--- config.mk ---
export PLATFORM = sky130hd
export DESIGN_NAME = sample_fifo_ctrl
export DESIGN_NICKNAME = d
export VERILOG_FILES = /design/src/rtl/sample_fifo_pkg.sv /design/src/rtl/sfc_policy.sv /design/src/rtl/sfc_decim.sv /design/src/rtl/sfc_store.sv /design/src/rtl/sample_fifo_ctrl.sv
export SDC_FILE = /design/constraint.sdc
export NUM_CORES = 1
export LEC_CHECK = 0
export BUFFER_PORTS_ARGS = -buffer_cell sky130_fd_sc_hd__buf_2
export CORE_MARGIN = 4
export CORE_UTILIZATION = 60
export CTS_BUF_LIST = sky130_fd_sc_hd__clkbuf_4 sky130_fd_sc_hd__clkbuf_8 sky130_fd_sc_hd__clkbuf_16
export CTS_CLUSTER_DIAMETER = 120
export DETAILED_ROUTE_END_ITERATION = 7
export PLACE_DENSITY_LB_ADDON = 0.12
export RECOVER_POWER = 100
export SYNTH_ARGS = -nofsm -noshare
export SYNTH_HDL_FRONTEND = slang
export SYNTH_HIERARCHICAL = 1
export SYNTH_SLANG_ARGS = --single-unit
--- constraint.sdc ---
create_clock -name clk_i -period 6 [get_ports clk_i]
set_input_delay 1.8 -clock clk_i [delete_from_list [all_inputs] [get_ports clk_i]]
set_output_delay 1.8 -clock clk_i [all_outputs]
set_load 0.01 [all_outputs]
--- src/rtl/sample_fifo_pkg.sv ---
package sample_fifo_pkg;
  typedef enum logic [1:0] {
    POL_OFF  = 2'd0,
    POL_STOP = 2'd1,
    POL_WRAP = 2'd2
  } pol_t;

  localparam int MODE_W = 3;
  localparam logic [MODE_W-1:0] MD_STOP      = 3'b001;
  localparam logic [MODE_W-1:0] MD_WRAP_STOP = 3'b011;
  localparam logic [MODE_W-1:0] MD_OFF_WRAP  = 3'b100;
  localparam logic [MODE_W-1:0] MD_WRAP      = 3'b110;
endpackage

--- src/rtl/sfc_policy.sv ---
module sfc_policy
  import sample_fifo_pkg::*;
#(
  parameter int RATE_W = 4
) (
  input  logic              clk_i,
  input  logic              rst_ni,
  input  logic              cfg_we_i,
  input  logic [MODE_W-1:0] mode_i,
  input  logic [RATE_W-1:0] rate_i,
  input  logic              trig_i,
  output pol_t              pol_o
);
  logic trig_q, swap_q;

  always_ff @(posedge clk_i or negedge rst_ni) begin
    if (!rst_ni) begin
      trig_q <= 1'b0;
      swap_q <= 1'b0;
    end else begin
      trig_q <= trig_i;
      if (cfg_we_i)               swap_q <= 1'b0;
      else if (trig_q && !trig_i) swap_q <= 1'b1;
    end
  end

  always_comb begin
    pol_o = POL_OFF;
    if (rate_i != '0) begin
      unique case (mode_i)
        MD_STOP:      pol_o = POL_STOP;
        MD_WRAP:      pol_o = POL_WRAP;
        MD_WRAP_STOP: pol_o = swap_q ? POL_STOP : POL_WRAP;
        MD_OFF_WRAP:  pol_o = swap_q ? POL_WRAP : POL_OFF;
        default:      pol_o = POL_OFF;  // bypass and reserved codes
      endcase
    end
  end
endmodule

--- src/rtl/sfc_decim.sv ---
module sfc_decim #(
  parameter int RATE_W = 4
) (
  input  logic              clk_i,
  input  logic              rst_ni,
  input  logic              clr_i,
  input  logic              valid_i,
  input  logic [RATE_W-1:0] src_rate_i,
  input  logic [RATE_W-1:0] rate_i,
  output logic              take_o
);
  localparam int CNT_W = (1 << RATE_W) - 1;

  logic [RATE_W-1:0] k;
  logic [CNT_W-1:0]  cnt_q, mask;

  assign k      = (src_rate_i > rate_i) ? src_rate_i - rate_i : '0;
  assign mask   = ~({CNT_W{1'b1}} << k);
  assign take_o = valid_i && ((cnt_q & mask) == '0);

  always_ff @(posedge clk_i or negedge rst_ni) begin
    if (!rst_ni)      cnt_q <= '0;
    else if (clr_i)   cnt_q <= '0;
    else if (valid_i) cnt_q <= cnt_q + 1'b1;
  end
endmodule

--- src/rtl/sfc_store.sv ---
module sfc_store #(
  parameter int DATA_W = 16,
  parameter int DEPTH  = 8
) (
  input  logic                       clk_i,
  input  logic                       rst_ni,
  input  logic                       flush_i,
  input  logic                       push_i,
  input  logic                       wrap_i,
  input  logic                       pop_i,
  input  logic [DATA_W-1:0]          data_i,
  output logic [DATA_W-1:0]          data_o,
  output logic [$clog2(DEPTH+1)-1:0] level_o,
  output logic                       full_o,
  output logic                       empty_o
);
  localparam int PTR_W = $clog2(DEPTH);
  localparam int LVL_W = $clog2(DEPTH+1);

  logic [DATA_W-1:0] mem [DEPTH];
  logic [PTR_W-1:0]  wr_q, rd_q;
  logic [LVL_W-1:0]  cnt_q;
  logic pop_ok, wr_ok, drop_old;

  assign full_o   = (cnt_q == LVL_W'(DEPTH));
  assign empty_o  = (cnt_q == '0);
  assign level_o  = cnt_q;
  assign data_o   = mem[rd_q];
  assign pop_ok   = pop_i && !empty_o && !flush_i;
  assign wr_ok    = push_i && !flush_i && (!full_o || pop_ok || wrap_i);
  assign drop_old = wr_ok && full_o && !pop_ok;

  always_ff @(posedge clk_i) begin
    if (wr_ok) mem[wr_q] <= data_i;
  end

  always_ff @(posedge clk_i or negedge rst_ni) begin
    if (!rst_ni) begin
      wr_q  <= '0;
      rd_q  <= '0;
      cnt_q <= '0;
    end else if (flush_i) begin
      wr_q  <= '0;
      rd_q  <= '0;
      cnt_q <= '0;
    end else begin
      if (wr_ok)              wr_q <= wr_q + 1'b1;
      if (pop_ok || drop_old) rd_q <= rd_q + 1'b1;
      if (wr_ok && !pop_ok && !full_o) cnt_q <= cnt_q + 1'b1;
      else if (!wr_ok && pop_ok)       cnt_q <= cnt_q - 1'b1;
    end
  end
endmodule

--- src/rtl/sample_fifo_ctrl.sv ---
module sample_fifo_ctrl
  import sample_fifo_pkg::*;
#(
  parameter int DATA_W = 16,
  parameter int DEPTH  = 8,
  parameter int RATE_W = 4,
  localparam int LVL_W = $clog2(DEPTH+1)
) (
  input  logic              clk_i,
  input  logic              rst_ni,
  input  logic              cfg_we_i,
  input  logic [2:0]        cfg_mode_i,
  input  logic [RATE_W-1:0] cfg_rate_i,
  input  logic [RATE_W-1:0] src_rate_i,
  input  logic              trig_i,
  input  logic              in_valid_i,
  input  logic [DATA_W-1:0] in_data_i,
  input  logic              pop_i,
  output logic [DATA_W-1:0] rd_data_o,
  output logic              full_o,
  output logic              empty_o,
  output logic [LVL_W-1:0]  level_o
);
  logic [MODE_W-1:0] mode_q;
  logic [RATE_W-1:0] rate_q;
  pol_t pol;
  logic flush, take;

  always_ff @(posedge clk_i or negedge rst_ni) begin
    if (!rst_ni) begin
      mode_q <= '0;
      rate_q <= '0;
    end else if (cfg_we_i) begin
      mode_q <= cfg_mode_i;
      rate_q <= cfg_rate_i;
    end
  end

  sfc_policy #(.RATE_W(RATE_W)) u_policy (
    .clk_i, .rst_ni, .cfg_we_i,
    .mode_i(mode_q), .rate_i(rate_q), .trig_i, .pol_o(pol)
  );

  assign flush = (pol == POL_OFF);

  sfc_decim #(.RATE_W(RATE_W)) u_decim (
    .clk_i, .rst_ni, .clr_i(flush), .valid_i(in_valid_i),
    .src_rate_i, .rate_i(rate_q), .take_o(take)
  );

  sfc_store #(.DATA_W(DATA_W), .DEPTH(DEPTH)) u_store (
    .clk_i, .rst_ni, .flush_i(flush), .push_i(take),
    .wrap_i(pol == POL_WRAP), .pop_i, .data_i(in_data_i),
    .data_o(rd_data_o), .level_o, .full_o, .empty_o
  );
endmodule

==> results of run 1 <==
==> per-layer routing <==
layer | global-route usage | part of all wire
met1 | 0.285 | 0.44
met5 | 0 | 0
met4 | 0.0688 | 0.017
met3 | 0.0509 | 0.041
met2 | 0.346 | 0.50
==> worst paths after layout <==
| path | to | depth (start not counted) | from |
|---|---|---|---|
| hold reg to reg | u_policy/swap_q$_DFFE_PN0P_ | 2 | u_policy/trig_q$_DFF_PN0_ |
| hold / removal | u_policy/swap_q$_DFFE_PN0P_ | 2 | u_policy/trig_q$_DFF_PN0_ |
| setup / recovery | u_store/level_o[3]$_DFFE_PN0P_ | 18 | src_rate_i[0] |
| setup reg to reg | u_store/level_o[3]$_DFFE_PN0P_ | 16 | rate_q[0]$_DFFE_PN0P_ |
| min in group asynchronous | u_store/level_o[3]$_DFFE_PN0P_ | 1 | rst_ni |
| max in group asynchronous | u_store/rd_q[1]$_DFFE_PN0P_ | 1 | rst_ni |
==> registers in the layout (all words and copies together) (netlist names) <==
register,cells
u_store/level_o,4
u_store/mem,128
mode_q,3
rate_q,4
u_store/wr_q,3
u_store/rd_q,3
u_policy/trig_q,1
u_decim/cnt_q,15
u_policy/swap_q,1
==> area by class of cell <==
| type | instances | share of cell area |
|---|---|---|
| inverters | 17 | 0.00795 |
| well taps | 143 | 0.0223 |
| clock buffers | 17 | 0.0530 |
| flip-flops and latches | 162 | 0.585 |
| clock inverters | 15 | 0.0173 |
| multi-input cells | 236 | 0.276 |
| repair buffers | 70 | 0.0385 |
==> worst register-to-register path: cells and delay by family, from the launching register on <==
family	cells	cell delay, ps
AOI/OAI and AO/OA	7	1560
and+or+nand+nor	4	1410
adders and majority gates	3	1000
DFF	1	420
buffers and inverters	2	160
==> stage by stage <==
step	instance area, um^2	setup WS [ps]	instances	total power (W)	hold WS [ps]
final	8030	241	660	0.00281	508
after global placement	7650	79.4	628	0.00182	477
after detailed placement	7650	-156	628	0.00186	508
after global routing	8030	63.0	660	0.00295	558
after floorplan	7170	57.7	436	0.00170	457
after CTS	8220	269	660	0.00288	520
==> logic make-up (layout without fill, tap and decap cells) <==
kind of cell             Yosys count  after routing  share of synthesized area
multiplexers                      59             59                      0.146
buffers and inverters             38            119                     0.0255
AO/OA/AOI/OAI                     44             44                     0.0488
AND/OR/NAND/NOR                  101            101                     0.0755
adder cells (fa/ha/maj)           11             11                     0.0213
XOR/XNOR                          21             21                     0.0267
flip-flops                       162            162                      0.656
==> Yosys cell counts (3+ instances only) <==
master                     count
sky130_fd_sc_hd__a21oi_1      11
sky130_fd_sc_hd__and3_1        4
sky130_fd_sc_hd__buf_2         4
sky130_fd_sc_hd__buf_6         4
sky130_fd_sc_hd__clkbuf_1     11
sky130_fd_sc_hd__dfrtp_1      34
sky130_fd_sc_hd__edfxtp_1    128
sky130_fd_sc_hd__ha_1          9
sky130_fd_sc_hd__inv_1        17
sky130_fd_sc_hd__mux2_2       16
sky130_fd_sc_hd__mux2_4        7
sky130_fd_sc_hd__mux2i_1       4
sky130_fd_sc_hd__mux4_2       32
sky130_fd_sc_hd__nand2_1      16
sky130_fd_sc_hd__nand2b_1      6
sky130_fd_sc_hd__nand3_1       8
sky130_fd_sc_hd__nand3b_1      3
sky130_fd_sc_hd__nand4_1       5
sky130_fd_sc_hd__nor2_1       38
sky130_fd_sc_hd__nor2b_1       3
sky130_fd_sc_hd__nor3_1        4
sky130_fd_sc_hd__nor4_1        3
sky130_fd_sc_hd__o21ai_0       5
sky130_fd_sc_hd__o21ai_1       3
sky130_fd_sc_hd__xnor2_1       7
sky130_fd_sc_hd__xor2_1       13
==> power by group through the flow <==
stage               registers [W]  logic, W  clock network (W)
detailed placement        0.00135  0.000507                  0
finish                    0.00132  0.000467            0.00102
global placement          0.00134  0.000481                  0
floorplan                 0.00132  0.000380                  0
global route              0.00133  0.000514            0.00110
CTS                       0.00133  0.000510            0.00104
==> what timing repair did <==
action,CTS,global route
buffers inserted,0,0
setup endpoints to repair,0,1
gates resized for setup,0,1
hold buffers,0,0
==> out/metrics.csv, run 1 <==
metric;value;unit
run_status;complete, but fails checks;
violations;max-capacitance violations, max-slew violations;
grt-ovfl-total;0;
ys_seq_elements;162;
timing.critical_path.from_type;primary input;
synth_top_cell_by_area;sky130_fd_sc_hd__edfxtp_1;
slew_viol_final;59;
cap_viol_max_count;2;
global_route.usage.total;0.212;
numPortBuffers;54;
synth_ff_type;sky130_fd_sc_hd__edfxtp_1;
initial_utilization;0.619;
netlist.area_leader.share;0.537;
p_clk_frac;0.364;
pwr-share-seq;0.470;
crit_family;compound AO/OA/AOI/OAI gates;
worst_ir_drop_vdd;221;uV
cp-end-kind;register;
syn-num-nets;480;
clk_latency;410;ps
first_pass_grt_wire_length;21700;um
critical_path_arrival;6040;ps
detail_route.vias_per_cell;6.07;
placeableCoreArea;11600;um^2
net-switching-power;0.000733;W
clock_sink_count;162;
tritoncts;done;
post_synth_instance_area;7160;um^2
setup-violations-final;0;
routed_wirelength;13300;um
crit_slowest_cell;sky130_fd_sc_hd__or4_1;
avgSynthCellArea;16.4;um^2
synth.area.top_cells;sky130_fd_sc_hd__edfxtp_1 54%, sky130_fd_sc_hd__dfrtp_1 12%, sky130_fd_sc_hd__mux4_2 10%;
antenna_violations_before_repair;0;
timing.final.hold_violations;0;
synth.distinct_cells;58;
synth_cells;436;
max_freq;0.174;GHz
placement_rows;39;
nets;548;
regArea;4700;um^2
fillerInstances;811;
power_switching_share;0.261;
timing.final.crit_period;5760;ps
pwr_density_cell;350;nW/um^2
synthToLayoutAreaGrowth;12.2;%
floorplan.die.height;117;um
worst_clock_skew;8.66;ps
combinationalPowerShare;0.167;
worst_ep_required_time;6280;ps
cts-root-to-sink-buffers;2;
hpwl;8380;um
drt-wirelength-per-cell;20.2;um
number_of_global_route_vias_before_repair;4144;
postRouteAntennaNets;0;
cp_max_fo;4;
tns;0;ps
initialDrtViolationCount;348;
mostFrequentLayoutCells;128 x sky130_fd_sc_hd__edfxtp_1, 39 x sky130_fd_sc_hd__clkbuf_1, 37 x sky130_fd_sc_hd__nor2_1;
worst_slew_pin_slew;1850;ps
ys_seq_area_frac;0.656;
globalplace.congestion;0.837;
worst-setup-path-type;in -> reg;
fp.dieW;117;um
timing.critical_path.cells;buf_2, inv_1, ha_1, inv_1, fa_1, nand2b_1, a22oi_1, nand3_1, o21a_1, a2111o_1, a221oi_4, inv_1, or4_1, ha_1, a211oi_2, or4_1, a31oi_1, a21oi_1;
dominant_cell_type_by_count_on_the_critical_path;sky130_fd_sc_hd__inv_1;
critPathBufInv;4;
detail_route.first_pass.iterations;5;
h_tree_depth;4;
total_area_of_multi_input_combinational_cells;2220;um^2
p_leak;2.82;nW
edff_count_synth;128;
path_clk_slew;60;ps
post_route_clock_period_utilization;0.960;
boundaryPins;55;
finish.utilization;0.694;
final_common_cell;sky130_fd_sc_hd__edfxtp_1;
max_slew_margin;-0.235;
route.detailed.drc;0;
die_area;13700;um^2
grt_max_degree;35;
dr_total_vias;4003;
insertedDiodeCount;0;
tritoncts.num_buffers;17;
worst_hold_path_type;reg -> reg;
ys.warnings.count;6;
final_layout_size_suffix_gt1_frac;0.224;
p_int;0.00207;W
critical-path-max-stage-delay;580;ps
cts_root_buffer;sky130_fd_sc_hd__clkbuf_16;
synthArstFlopShare;0.210;
r2r_slack;1320;ps
grt_setup_unrepaired;no;
Power figures use the tool's default switching activity.
==> run 2: changes to the inputs <==
Settings changed: ABC_AREA set to 1.
==> run 2 against run 1 <==
The run still ends with max-capacitance violations, max-slew violations left. Sequential share of layout area is 1.5 points lower. Clock power grew 14%. Count of clock-buffer cells in the layout grew 7. Core utilization is 0.55 points lower. Fmax rose by 14%. Design area increased by 2.6%. Register-to-register slack better by 750 ps. Final cell count rose by 33%.
==> out/metrics.csv, run 2 <==
metric;value;unit
synth.mux.area_fraction;0.0438;
post_dp_cell_area;7710;um^2
initial_utilization;0.611;
post_cts.resized_instances;0;
timing.final.crit_period;5040;ps
cp_max_fo;14;
floorplan.die.height;118;um
h_tree_depth;4;
timing.critical_path.from_type;primary input;
pwr_density_cell;322;nW/um^2
critical_path_arrival;5080;ps
violations;max-capacitance violations, max-slew violations;
detail_route.first_pass.iterations;5;
slew_viol_final;35;
avgSynthCellArea;11.1;um^2
grt-ovfl-total;0;
worst_slew_pin_slew;1830;ps
clock_sink_count;162;
post_route_clock_period_utilization;0.840;
total_area_of_multi_input_combinational_cells;2230;um^2
worst_ep_required_time;6040;ps
synth-xor-area-share;0.00479;
final_common_cell;sky130_fd_sc_hd__nand2_1;
initialDrtViolationCount;475;
post_synth_fa_ha_maj_area_fraction;0.0209;
dr_total_vias;4943;
synthArstFlopShare;0.210;
fp.dieW;118;um
fin_total_pwr;0.00266;W
placement_rows;40;
routed_wirelength;14500;um
drt-wirelength-per-cell;16.5;um
grt_max_degree;67;
clk_latency;420;ps
ys_seq_elements;162;
worst_clock_skew;7.18;ps
synth.distinct_cells;41;
first_pass_grt_wire_length;24000;um
cts-root-to-sink-buffers;2;
hpwl;9690;um
cts_root_buffer;sky130_fd_sc_hd__clkbuf_16;
die_area;14000;um^2
synth.area.top_cells;sky130_fd_sc_hd__edfxtp_1 53%, sky130_fd_sc_hd__dfrtp_1 12%, sky130_fd_sc_hd__nand2_1 7.9%;
global_route.usage.total;0.218;
edff_count_synth;128;
regMostFlops;u_store/mem;
worst_ir_drop_vdd;198;uV
synth-compound-area-share;0.0791;
worst_hold_path_type;reg -> reg;
postRouteAntennaNets;0;
grt_setup_unrepaired;no;
stdcell_area;8240;um^2
timing.final.hold_violations;0;
nets;765;
mostFrequentLayoutCells;156 x sky130_fd_sc_hd__nand2_1, 128 x sky130_fd_sc_hd__edfxtp_1, 69 x sky130_fd_sc_hd__nor2_1;
yosys.area_share.simple;0.163;
ys.warnings.count;6;
largestRegisters;u_store/mem (128), u_decim/cnt_q (15);
tritoncts;done;
placeableCoreArea;12000;um^2
tritoncts.num_buffers;17;
synth_top_cell_by_area;sky130_fd_sc_hd__edfxtp_1;
synth_cells;660;
cap_viol_max_count;1;
post-synth-top-count-cell;sky130_fd_sc_hd__nand2_1;
final_layout_size_suffix_gt1_frac;0.0981;
path_clk_slew;60;ps
numPortBuffers;54;
synth_ff_type;sky130_fd_sc_hd__edfxtp_1;
insertedDiodeCount;0;
run_status;complete, but fails checks;
post_cts.repair.setup_buffers;0;
tns;0;ps
worst-setup-path-type;in -> reg;
setup-violations-final;0;
detail_route.vias_per_cell;5.61;
antenna_violations_before_repair;0;
number_of_global_route_vias_before_repair;4775;
dominant_combinational_cell_family_by_area_after_synthesis;simple AND/OR/NAND/NOR gates;
ys_seq_area_frac;0.642;
cp-end-kind;register;
fillerInstances;889;
netlist.area_leader.share;0.526;
regArea;4700;um^2
boundaryPins;55;
max_slew_margin;-0.220;
post_synth_instance_area;7310;um^2
postCtsHoldBufs;0;
syn-num-nets;704;
globalplace.congestion;0.847;
max_freq;0.198;GHz
synthToLayoutAreaGrowth;12.7;%
largest_register_ff_count;128;
route.detailed.drc;0;
yosys-top-cells-count;154 x sky130_fd_sc_hd__nand2_1, 128 x sky130_fd_sc_hd__edfxtp_1, 68 x sky130_fd_sc_hd__nor2_1, 48 x sky130_fd_sc_hd__inv_1, 42 x sky130_fd_sc_hd__o21ai_0;
p_leak;3.18;nW
[run 2: cell count changes in the layout (fill, tap and decap cells not counted), sizes merged, moves of 21 or more]
cell	before	now
nand2	16	161
o21ai	8	46
nor2	38	73
inv	20	54
mux4	32	0
o22ai	1	32
mux2i	4	32
mux2	23	0
nand3	8	29
[run 2: metrics by stage]
stage | setup slack, ps | std cells | hold WS, ps | utilization
finish | 958 | 881 | 498 | 0.689
CTS | 1420 | 881 | 502 | 0.699
global placement | 1170 | 849 | 481 | 0.645
detailed placement | 995 | 849 | 488 | 0.645
global route | 541 | 881 | 539 | 0.689
floorplan | 1210 | 660 | 459 | -
[run 2: worst paths after layout]
kind	from	cells after the start	to	slack (ps)
min in group asynchronous	rst_ni	1	u_store/level_o[1]$_DFFE_PN0P_	1880
hold reg to reg	mode_q[2]$_DFFE_PN0P_	2	mode_q[2]$_DFFE_PN0P_	500
setup reg to reg	rate_q[0]$_DFFE_PN0P_	23	u_store/mem[4][15]$_DFFE_PP_	2070
max in group asynchronous	rst_ni	1	u_store/rd_q[0]$_DFFE_PN0P_	2940
hold / removal	mode_q[2]$_DFFE_PN0P_	2	mode_q[2]$_DFFE_PN0P_	500
setup / recovery	src_rate_i[0]	25	u_store/mem[4][15]$_DFFE_PP_	960
[run 2: layout make-up]
class	count	area share
Sequential cell	162	0.570
Multi-Input combinational cell	421	0.271
Clock buffer	24	0.0603
Timing Repair Buffer	65	0.0336
Inverter	54	0.0246
Tap cell	147	0.0223
Clock inverter	8	0.0184
[run 2: routing by layer]
metal / routed length [um] / share of wire / global-route usage / vias to the layer above
li1: - / - / - / 2413
met1: 6480 / 0.45 / 0.296 / 2332
met2: 6940 / 0.48 / 0.346 / 177
met3: 905 / 0.062 / 0.0526 / 21
met4: 220 / 0.015 / 0.0804 / 0
met5: 0 / 0 / 0 / -
[run 2: cell families (layout without fill, tap and decap cells)]
kind of cell | Yosys count | after routing
xor gates and xnor gates | 4 | 4
muxes | 32 | 32
AOI/OAI and AO/OA | 99 | 99
and+or+nand+nor | 275 | 275
DFF | 162 | 162
adders and majority gates | 11 | 11
buffers and inverters | 77 | 151
[run 2: where the power goes]
part	total [W]	leakage [nW]	switching (W)	internal, W
clock	0.00116	0.311	0.000409	0.000749
combinational	0.000243	1.26	0.000167	0.0000753
sequential	0.00126	1.61	0.0000151	0.00124
[run 2: worst max-delay path: stages]
cell	delay [ps]
sky130_fd_sc_hd__buf_2	100
sky130_fd_sc_hd__inv_1	40
sky130_fd_sc_hd__ha_1	130
sky130_fd_sc_hd__inv_1	60
sky130_fd_sc_hd__fa_1	410
sky130_fd_sc_hd__inv_1	70
sky130_fd_sc_hd__nand2_1	40
sky130_fd_sc_hd__nand2_1	70
sky130_fd_sc_hd__inv_1	100
sky130_fd_sc_hd__nand3_1	180
sky130_fd_sc_hd__inv_1	60
sky130_fd_sc_hd__nand2_1	70
sky130_fd_sc_hd__nand2_1	50
sky130_fd_sc_hd__nand2_1	60
sky130_fd_sc_hd__nand2_1	60
sky130_fd_sc_hd__nor2_1	100
sky130_fd_sc_hd__nand2_1	50
sky130_fd_sc_hd__nor2_1	150
sky130_fd_sc_hd__nand2_1	110
sky130_fd_sc_hd__inv_1	110
sky130_fd_sc_hd__nand2_1	90
sky130_fd_sc_hd__inv_1	110
sky130_fd_sc_hd__nand2_1	160
sky130_fd_sc_hd__nor2_1	250
sky130_fd_sc_hd__clkbuf_1	660
==> run 3: changes to the inputs <==
Settings changed: CORE_UTILIZATION 60 to 54.
Clock period 6 ns to 4.6 ns, I/O delays scaled along.
==> run 3 against run 2 <==
The run still ends with max-capacitance violations, max-slew violations left. First-iteration DRC count decreased by 51%. Combinational power increased by 29%. Global-route usage decreased by 2.5 points. Count of clock-buffer cells in the layout decreased by 6. Flip-flop and latch count unchanged. Critical path depth decreased by 19. Register-to-register slack got worse by 1000 ps. Clock power increased by 17%.
==> out/metrics.csv, run 3 (synthesized netlist as in run 2, its figures left out) <==
metric;value;unit
grt-ovfl-total;0;
globalplace.congestion;0.916;
hp-start;u_policy/trig_q$_DFF_PN0_;
dp_cells;881;
worst_slew_pin_slew;1870;ps
r2r_slack;1050;ps
post_cts.resized_instances;0;
grt_max_degree;67;
final_layout_size_suffix_gt1_frac;0.106;
die_area;15500;um^2
boundaryPins;55;
worst_r2r_path_depth;23;
worst_hold_path.endpoint;u_policy/swap_q$_DFFE_PN0P_;
max_slew_margin;-0.245;
floorplan.die.height;124;um
mostFrequentLayoutCells;156 x sky130_fd_sc_hd__nand2_1, 128 x sky130_fd_sc_hd__edfxtp_1, 70 x sky130_fd_sc_hd__nor2_1;
placement_rows;42;
p_leak;3.20;nW
beginning_of_the_worst_register_to_register_path;rate_q[0]$_DFFE_PN0P_;
slew_viol_final;102;
largestRegisters;u_store/mem (128), u_decim/cnt_q (15);
number_of_global_route_vias_before_repair;4808;
synthToLayoutAreaGrowth;13.1;%
cts-root-to-sink-buffers;2;
antenna_violations_before_repair;0;
regMostFlops;u_store/mem;
final_common_cell;sky130_fd_sc_hd__nand2_1;
largest_register_ff_count;128;
nets;768;
cts_root_buffer;sky130_fd_sc_hd__clkbuf_16;
post_route_clock_period_utilization;0.951;
postCtsHoldBufs;0;
pwr_density_cell;400;nW/um^2
detail_route.first_pass.iterations;5;
max_freq;0.229;GHz
timing.final.crit_period;4370;ps
tritoncts;done;
path_clk_slew;60;ps
clk_latency;410;ps
detail_route.vias_per_cell;5.36;
first_pass_grt_wire_length;23700;um
clock_sink_count;162;
violations;max-capacitance violations, max-slew violations;
critical_path_arrival;2990;ps
timing.critical_path.from_type;register;
worst_ep_required_time;3220;ps
grt_setup_unrepaired;no;
final_cells;912;
routed_wirelength;14400;um
placeableCoreArea;13200;um^2
timing.final.hold_violations;0;
post_cts.repair.setup_buffers;0;
worst-setup-path-type;reg -> out;
initial_utilization;0.552;
hpwl;8860;um
reg2reg_to;u_store/mem[1][9]$_DFFE_PP_;
initialDrtViolationCount;232;
dr_total_vias;4884;
finish.utilization;0.624;
cp-end-kind;primary output;
global_route.usage.total;0.193;
drt-wirelength-per-cell;15.8;um
run_status;complete, but fails checks;
fp.dieW;124;um
worst_ir_drop_vdd;196;uV
fillerInstances;1082;
cap_viol_max_count;2;
worst_hold_path_type;reg -> reg;
h_tree_depth;4;
postRouteAntennaNets;0;
numPortBuffers;54;
worst_clock_skew;6.62;ps
tritoncts.num_buffers;17;
insertedDiodeCount;0;
cp_max_fo;66;
route.detailed.drc;0;
holdPathStages;2;
setup-violations-final;0;
==> run 3: metrics by stage <==
step	total power, W	setup WS [ps]	cell area [um^2]	hold WS [ps]	TNS (ps)
final	0.00331	226	8270	504	0
after global routing	0.00346	20.3	8270	513	0
after CTS	0.00336	420	8460	502	0
after detailed placement	0.00200	-11.2	7890	486	-11.2
after global placement	0.00199	190	7890	484	0
after floorplan	0.00189	226	7310	459	0
==> run 3: how the worst max path moves through the flow <==
stage,end,startpoint,cells past startpoint,slack [ps]
final,rd_data_o[1],u_store/rd_q[0]$_DFFE_PN0P_,6,230
after global routing,u_store/mem[1][3]$_DFFE_PP_,src_rate_i[0],25,20
after CTS,u_store/level_o[3]$_DFFE_PN0P_,src_rate_i[0],30,420
after detailed placement,u_store/level_o[3]$_DFFE_PN0P_,src_rate_i[0],30,-10
after global placement,u_store/level_o[3]$_DFFE_PN0P_,src_rate_i[0],30,190
after floorplan,u_store/mem[1][0]$_DFFE_PP_,src_rate_i[0],19,230
==> run 3: power by group <==
group,internal (W),leakage (nW),switching (W),total (W)
logic,0.000101,1.31,0.000213,0.000314
clock network,0.000844,0.277,0.000514,0.00136
registers,0.00162,1.61,0.0000202,0.00164
==> run 3: cell type report <==
cell class / instances / area (um^2) / area share
flip-flops and latches: 162 / 4700 / 0.568
inverters: 54 / 203 / 0.0245
clock buffers: 18 / 433 / 0.0524
repair buffers: 68 / 325 / 0.0393
clock inverters: 13 / 144 / 0.0174
well taps: 176 / 220 / 0.0266
multi-input cells: 421 / 2250 / 0.272
==> run 3: routing by layer <==
metal,part of all wire,vias to the layer above,global-route usage
met3,0.041,24,0.0549
met2,0.50,102,0.331
met4,0.017,0,0.0606
met1,0.44,2337,0.239
li1,-,2421,-
met5,0,-,0
==> run 3: critical path: stages, from the launching register on <==
cell and delay, ps:
sky130_fd_sc_hd__dfrtp_2 350, sky130_fd_sc_hd__clkbuf_2 1230, sky130_fd_sc_hd__o21ai_0 340, sky130_fd_sc_hd__o22ai_1 270
sky130_fd_sc_hd__nand2_1 90, sky130_fd_sc_hd__nand2_1 80, sky130_fd_sc_hd__clkbuf_1 150
